===== config.mk =====
export PLATFORM = sky130hd
export DESIGN_NAME = bus_trace_capture
export DESIGN_NICKNAME = d
export VERILOG_FILES = /design/src/rtl/trace_pkg.sv /design/src/rtl/trace_filter.sv /design/src/rtl/trace_delta.sv /design/src/rtl/trace_fifo.sv /design/src/rtl/trace_halt.sv /design/src/rtl/bus_trace_capture.sv
export SDC_FILE = /design/constraint.sdc
export NUM_CORES = 1
export LEC_CHECK = 0
export BUFFER_PORTS_ARGS = -buffer_cell sky130_fd_sc_hd__buf_2
export CELL_PAD_IN_SITES_DETAIL_PLACEMENT = 1
export CELL_PAD_IN_SITES_GLOBAL_PLACEMENT = 2
export CORE_MARGIN = 2
export CORE_UTILIZATION = 30
export CTS_BUF_LIST = sky130_fd_sc_hd__clkbuf_4 sky130_fd_sc_hd__clkbuf_8
export DETAILED_ROUTE_END_ITERATION = 7
export PLACE_DENSITY_LB_ADDON = 0.08
export SLEW_MARGIN = 20
export SYNTH_ARGS = -nofsm -noshare
export SYNTH_HDL_FRONTEND = slang
export SYNTH_SLANG_ARGS = --single-unit

===== constraint.sdc =====
create_clock -name clk -period 12.4 [get_ports clk]
set_input_delay 1.24 -clock clk [delete_from_list [all_inputs] [get_ports clk]]
set_output_delay 1.24 -clock clk [all_outputs]
set_load 0.03 [all_outputs]

===== src/rtl/trace_pkg.sv =====
package trace_pkg;
  localparam int ADDR_W = 32;
  localparam int SRC_W  = 3;
  localparam int ATTR_W = ADDR_W + 1 + SRC_W;

  typedef enum logic [SRC_W-1:0] {
    SRC_CPU0 = 3'd0,
    SRC_CPU1 = 3'd1,
    SRC_CPU2 = 3'd2,
    SRC_CPU3 = 3'd3,
    SRC_IO   = 3'd4
  } src_e;

  typedef struct packed {
    logic [ADDR_W-1:0] addr;
    logic              wr;
    logic [SRC_W-1:0]  src;
  } txn_attr_t;
endpackage


===== src/rtl/trace_filter.sv =====
module trace_filter
  import trace_pkg::*;
(
  input  logic              en,
  input  logic [ATTR_W-1:0] attr,
  input  logic [ATTR_W-1:0] match,
  input  logic [ATTR_W-1:0] mask,
  output logic              drop
);
  logic [ATTR_W-1:0] diff;

  // A bit outside the mask never blocks a match.
  assign diff = (attr ^ match) & mask;
  assign drop = en && (diff == '0);
endmodule


===== src/rtl/trace_delta.sv =====
module trace_delta #(
  parameter int DELTA_W = 20
) (
  input  logic               clk,
  input  logic               rst_n,
  input  logic               stored,
  input  logic               restart,
  output logic [DELTA_W-1:0] gap
);
  localparam logic [DELTA_W-1:0] GAP_MAX = '1;

  logic [DELTA_W-1:0] gap_q;

  always_ff @(posedge clk) begin
    if (!rst_n) begin
      gap_q <= '0;
    end else if (stored || restart) begin
      gap_q <= DELTA_W'(1);
    end else if (gap_q != GAP_MAX) begin
      gap_q <= gap_q + DELTA_W'(1);
    end
  end

  assign gap = gap_q;


  delta_sat_chk: assert property (@(posedge clk) disable iff (!rst_n)
    (gap_q == GAP_MAX && !stored && !restart) |=> (gap_q == GAP_MAX));
endmodule


===== src/rtl/trace_fifo.sv =====
module trace_fifo #(
  parameter int DEPTH = 16,
  parameter int WIDTH = 56,
  localparam int AW    = $clog2(DEPTH),
  localparam int CNT_W = AW + 1
) (
  input  logic             clk,
  input  logic             rst_n,
  input  logic             push,
  input  logic [WIDTH-1:0] din,
  output logic             push_ok,
  output logic             dvalid,
  input  logic             dready,
  output logic [WIDTH-1:0] dout,
  output logic             pop,
  output logic [CNT_W-1:0] occ,
  output logic [CNT_W-1:0] occ_next
);
  localparam logic [CNT_W-1:0] FULL = CNT_W'(DEPTH);
  localparam logic [AW-1:0]    LAST = AW'(DEPTH - 1);

  logic [WIDTH-1:0] mem [DEPTH];
  logic [AW-1:0]    wr_ptr, rd_ptr;
  logic [CNT_W-1:0] occ_q;

  assign push_ok = push && (occ_q != FULL);
  assign dvalid  = (occ_q != '0);
  assign pop     = dvalid && dready;
  assign dout    = mem[rd_ptr];

  always_comb begin
    occ_next = occ_q;
    if (push_ok && !pop)      occ_next = occ_q + CNT_W'(1);
    else if (!push_ok && pop) occ_next = occ_q - CNT_W'(1);
  end

  always_ff @(posedge clk) begin
    if (!rst_n) begin
      wr_ptr <= '0;
      rd_ptr <= '0;
      occ_q  <= '0;
    end else begin
      occ_q <= occ_next;
      if (push_ok) wr_ptr <= (wr_ptr == LAST) ? '0 : wr_ptr + AW'(1);
      if (pop)     rd_ptr <= (rd_ptr == LAST) ? '0 : rd_ptr + AW'(1);
    end
  end

  always_ff @(posedge clk) begin
    if (push_ok) mem[wr_ptr] <= din;
  end

  assign occ = occ_q;


  occ_bound_chk: assert property (@(posedge clk) disable iff (!rst_n)
    occ_q <= FULL);


  full_hold_chk: assert property (@(posedge clk) disable iff (!rst_n)
    (occ_q == FULL && !dready) |=> (occ_q == FULL));


  head_stable_chk: assert property (@(posedge clk) disable iff (!rst_n)
    (dvalid && !dready) |=> (dvalid && $stable(dout)));
endmodule


===== src/rtl/trace_halt.sv =====
module trace_halt #(
  parameter int CNT_W = 5
) (
  input  logic             clk,
  input  logic             rst_n,
  input  logic [CNT_W-1:0] occ,
  input  logic [CNT_W-1:0] occ_next,
  input  logic [CNT_W-1:0] thr,
  output logic             halt
);
  logic halt_q;
  logic reach;

  assign reach = (occ_next != '0) && (occ_next >= thr);

  always_ff @(posedge clk) begin
    if (!rst_n)      halt_q <= 1'b0;
    else if (halt_q) halt_q <= (occ_next != '0);
    else             halt_q <= reach;
  end

  assign halt = halt_q;


  halt_hold_chk: assert property (@(posedge clk) disable iff (!rst_n)
    halt_q |=> (halt_q || occ == '0));


  halt_set_chk: assert property (@(posedge clk) disable iff (!rst_n)
    (occ != '0 && occ >= thr && $stable(thr)) |-> halt_q);
endmodule


===== src/rtl/bus_trace_capture.sv =====
module bus_trace_capture
  import trace_pkg::*;
#(
  parameter int DEPTH   = 16,
  parameter int DELTA_W = 20,
  localparam int CNT_W  = $clog2(DEPTH) + 1,
  localparam int REC_W  = ATTR_W + DELTA_W
) (
  input  logic              clk,
  input  logic              rst_n,
  input  logic              snp_valid,
  input  logic [31:0]       snp_addr,
  input  logic              snp_write,
  input  logic [2:0]        snp_src,
  input  logic              cfg_filter_en,
  input  logic [35:0]       cfg_match,
  input  logic [35:0]       cfg_mask,
  input  logic              cfg_restart,
  input  logic [CNT_W-1:0]  cfg_halt_thr,
  output logic              drn_valid,
  input  logic              drn_ready,
  output logic [REC_W-1:0]  drn_data,
  output logic              halt_irq
);
  txn_attr_t          attr;
  logic               drop;
  logic               push_ok, pop;
  logic [DELTA_W-1:0] gap;
  logic [CNT_W-1:0]   occ, occ_next;

  assign attr = '{addr: snp_addr, wr: snp_write, src: snp_src};

  trace_filter u_filter (
    .en    (cfg_filter_en),
    .attr  (attr),
    .match (cfg_match),
    .mask  (cfg_mask),
    .drop  (drop)
  );

  trace_delta #(.DELTA_W(DELTA_W)) u_delta (
    .clk     (clk),
    .rst_n   (rst_n),
    .stored  (push_ok),
    .restart (snp_valid && drop && cfg_restart),
    .gap     (gap)
  );

  trace_fifo #(.DEPTH(DEPTH), .WIDTH(REC_W)) u_fifo (
    .clk      (clk),
    .rst_n    (rst_n),
    .push     (snp_valid && !drop),
    .din      ({attr, gap}),
    .push_ok  (push_ok),
    .dvalid   (drn_valid),
    .dready   (drn_ready),
    .dout     (drn_data),
    .pop      (pop),
    .occ      (occ),
    .occ_next (occ_next)
  );

  trace_halt #(.CNT_W(CNT_W)) u_halt (
    .clk      (clk),
    .rst_n    (rst_n),
    .occ      (occ),
    .occ_next (occ_next),
    .thr      (cfg_halt_thr),
    .halt     (halt_irq)
  );


  drop_no_store_chk: assert property (@(posedge clk) disable iff (!rst_n)
    (snp_valid && drop) |=> (occ <= $past(occ)));
endmodule


==> impl_metrics.toml <==
[setup_path]
required_ns = 11.16
worst_setup_path_start_kind = "flip-flop"
crit_top_cell = "mux4_2"
path_max_fanout = 120
cp_cell_sequence = "buf_12, buf_4, mux4_2, mux4_2, buf_2"
worstReg2RegStart = "u_fifo.occ[0]"
slowest_delay_ns = 0.92
r2r_cells = 10
crit_type = "flip-flop to output port"
worst_ep_arrival_time_ns = 4.62
critPathCaptureType = "output port"
critical_path.slowest_cell = "buf_4"

[global_route]
grt_busiest_layer = "met2"
met2_usage_pct = 27.75
grt_max_degree = 121
met3_usage_pct = 3.542
gr-total-overflow = 0
grtUsageTotal_pct = 17.03
grt_pass1_wl_mm = 146.1
grt_pass1_vias = 19260
grt_use_met1_pct = 23.13
antenna_found_initial = 7

[synth]
synth-edff-count = 896
synth_seq_area_share_pct = 76.76
synth_warnings = 0
ys_ff_latch = 934
syn-num-nets = 1680
synth_area_per_cell_um2 = 23.28
synthFlopType = "edfxtp_1"
async_flop_share_pct = 0
synthCells = 1548
syn_area_mm2 = 0.03604
netlist-cell-type-count = 49

[cells_and_area]
nFillCells = 11640
final_core_util_pct = 35.44
drive_gt1_share_pct = 39.24
fin_nets = 1986
syn_to_final_growth_pct = 17.51

[clock_network]
htreeDepth = 4
cts_tree = "built"
numClockSinks = 934
cts_root_buffer = "clkbuf_8"
cts.repair.resized = 0
clockBufferDepth = 3
postCtsSetupBuffers = 0
clkLatencyLatePin_ns = 0.83
path_clk_slew_ns = 0.05
holdBufCountCts = 0
cts_buffers = 165

[worst_hold_path]
whs_path_depth = 2
hp-class = "flip-flop to flip-flop"
min_from = "u_fifo.wr_ptr[0]"

[timing]
period_needed_ns = 5.864
setup_viol = 0
maxSlewHeadroom_pct = 24.50
rsz0062_at_grt = "false"
worst_slew_pin_slew_ns = 1.132
slew_violations = 0
fin_crit_sh_pct = 47.29
max_freq_mhz = 170.5
clock-skew-final_ns = 0.03186
hold-worst-slack_ns = 0.5118
tns_ns = 0
hold_viol = 0

[route]
drt-vias-per-instance = 4.814
drcViolationCount = 0
dr.first_iter.drc_count = 1343
via_count = 17320
antenna_left = 0
wirelength_mm = 102.7
wl_per_cell_um = 28.55
first_pass_iters = 5

[floorplan]
start_util_pct = 30.16
rows = 127
fp.dieW_um = 350.6
die_area_mm2 = 0.1229
io_pins = 177
die_h_um = 350.6
core_area_mm2 = 0.1195

[placement]
place_congestion = 0.7063
dp_hpwl_mm = 55.08
port_buffers = 176

[pwr]
power_density_mw_per_mm2 = 183.4
p_leak_nw = 13.26
ir_drop_mv = 0.1612

[run]
drv_cap = 0

[run_status]
outcome = "finished, final reports clean"
[cell families (layout without fill, tap and decap cells)]
family          Yosys count  after routing  synth area share, %
simple gates            129            129                1.781
compound gates           48             48                1.028
buf+inv                  83            520               0.9616
mux                     283            283                17.59
flops                   934            934                76.76
xor+xnor                 58             58                1.430
fa+ha+maj                13             13               0.4513
other cells               0              1                    0
[path summary, 6_finish.rpt]
path                                           end  slack, ns
worst max-delay path                   drn_data[6]       6.54
worst min-delay path              u_fifo.wr_ptr[0]       0.51
worst max register to register  u_fifo.mem[14][14]       8.52
worst min register to register    u_fifo.wr_ptr[0]       0.51
[per-layer routing]
layer,part of all wire [%],vias to the layer above
li1,-,7229
met1,45,9495
met2,49,453
met3,4.7,143
met4,1.9,0
met5,0,-
[cell usage after synthesis, types with 2 or more instances]
master,count,area [um2]
nor2_1,42,157.7
mux2i_1,2,20.02
nand2_1,26,97.59
buf_2,22,110.1
buf_1,11,41.29
and3_1,4,25.02
nand2b_1,5,31.28
and2_1,4,25.02
nor3b_1,2,15.01
inv_1,13,48.80
xnor2_1,8,70.07
nand3_1,11,55.05
dfxtp_1,38,760.7
nor2b_1,2,12.51
nand4_1,10,62.56
xor2_1,49,429.2
mux4_2,280,6306
nor3_1,9,45.04
a211oi_1,3,22.52
a41oi_2,2,32.53
a22oi_1,17,127.6
edfxtp_1,896,26910
or3_1,2,12.51
ha_1,13,162.7
and4_1,2,17.52
nand2_4,2,22.52
a21oi_1,14,70.07
clkbuf_1,36,135.1
a21o_1,3,22.52
[flip-flops by register name, summed over array words and instances, names as in the netlist, named ones only]
name / cells
u_fifo.occ: 5
u_delta.gap: 20
u_fifo.mem: 896
u_fifo.rd_ptr: 4
u_halt.halt: 1
u_fifo.wr_ptr: 4
[cells in the final DEF, fill, tap and decap left out, types with 29 or more instances in the layout]
master | netlist | layout
clkbuf_4 | 0 | 56
clkbuf_8 | 0 | 178
edfxtp_1 | 896 | 896
xor2_1 | 49 | 49
buf_4 | 0 | 29
nor2_1 | 42 | 30
clkinv_1 | 0 | 41
dfxtp_1 | 38 | 34
mux4_2 | 280 | 280
buf_2 | 22 | 176
[report_power, final]
| group | internal, W | switching, W | total, W | leakage [nW] |
|---|---|---|---|---|
| Sequential | 0.00348 | 0.0000483 | 0.00353 | 8.49 |
| Clock | 0.00157 | 0.00128 | 0.00285 | 1.72 |
| Combinational | 0.000643 | 0.000744 | 0.00139 | 3.05 |
[worst max-delay path, delay by kind of cell (launching register included)]
| family | cells | cell delay (ns) |
|---|---|---|
| muxes | 2 | 1.02 |
| buffers and inverters | 3 | 1.81 |
| DFF | 1 | 0.81 |
[area by class of cell]
cell class	count	area (um2)	share of cell area [%]
tap	1612	2017	4.762
clock inverter	64	406.6	0.9601
antenna	1	2.502	0.005908
inverter	13	48.80	0.1152
clock buffer	234	2870	6.777
timing repair buffer	209	1186	2.801
multi-input combinational	531	8142	19.22
sequential	934	27680	65.36
[through the flow]
stage               instances  total power [W]  area [um2]  setup slack, ns
finish                   3598         0.007769       42350            6.536
global route             3598         0.008115       42350            6.196
CTS                      3596         0.007917       42320            6.085
detailed placement       3298         0.005021       39050            6.499
global placement         3298         0.005019       39050            6.697
floorplan                1548         0.004590       36040            5.824
No activity file was read; power rests on OpenSTA's default activity.
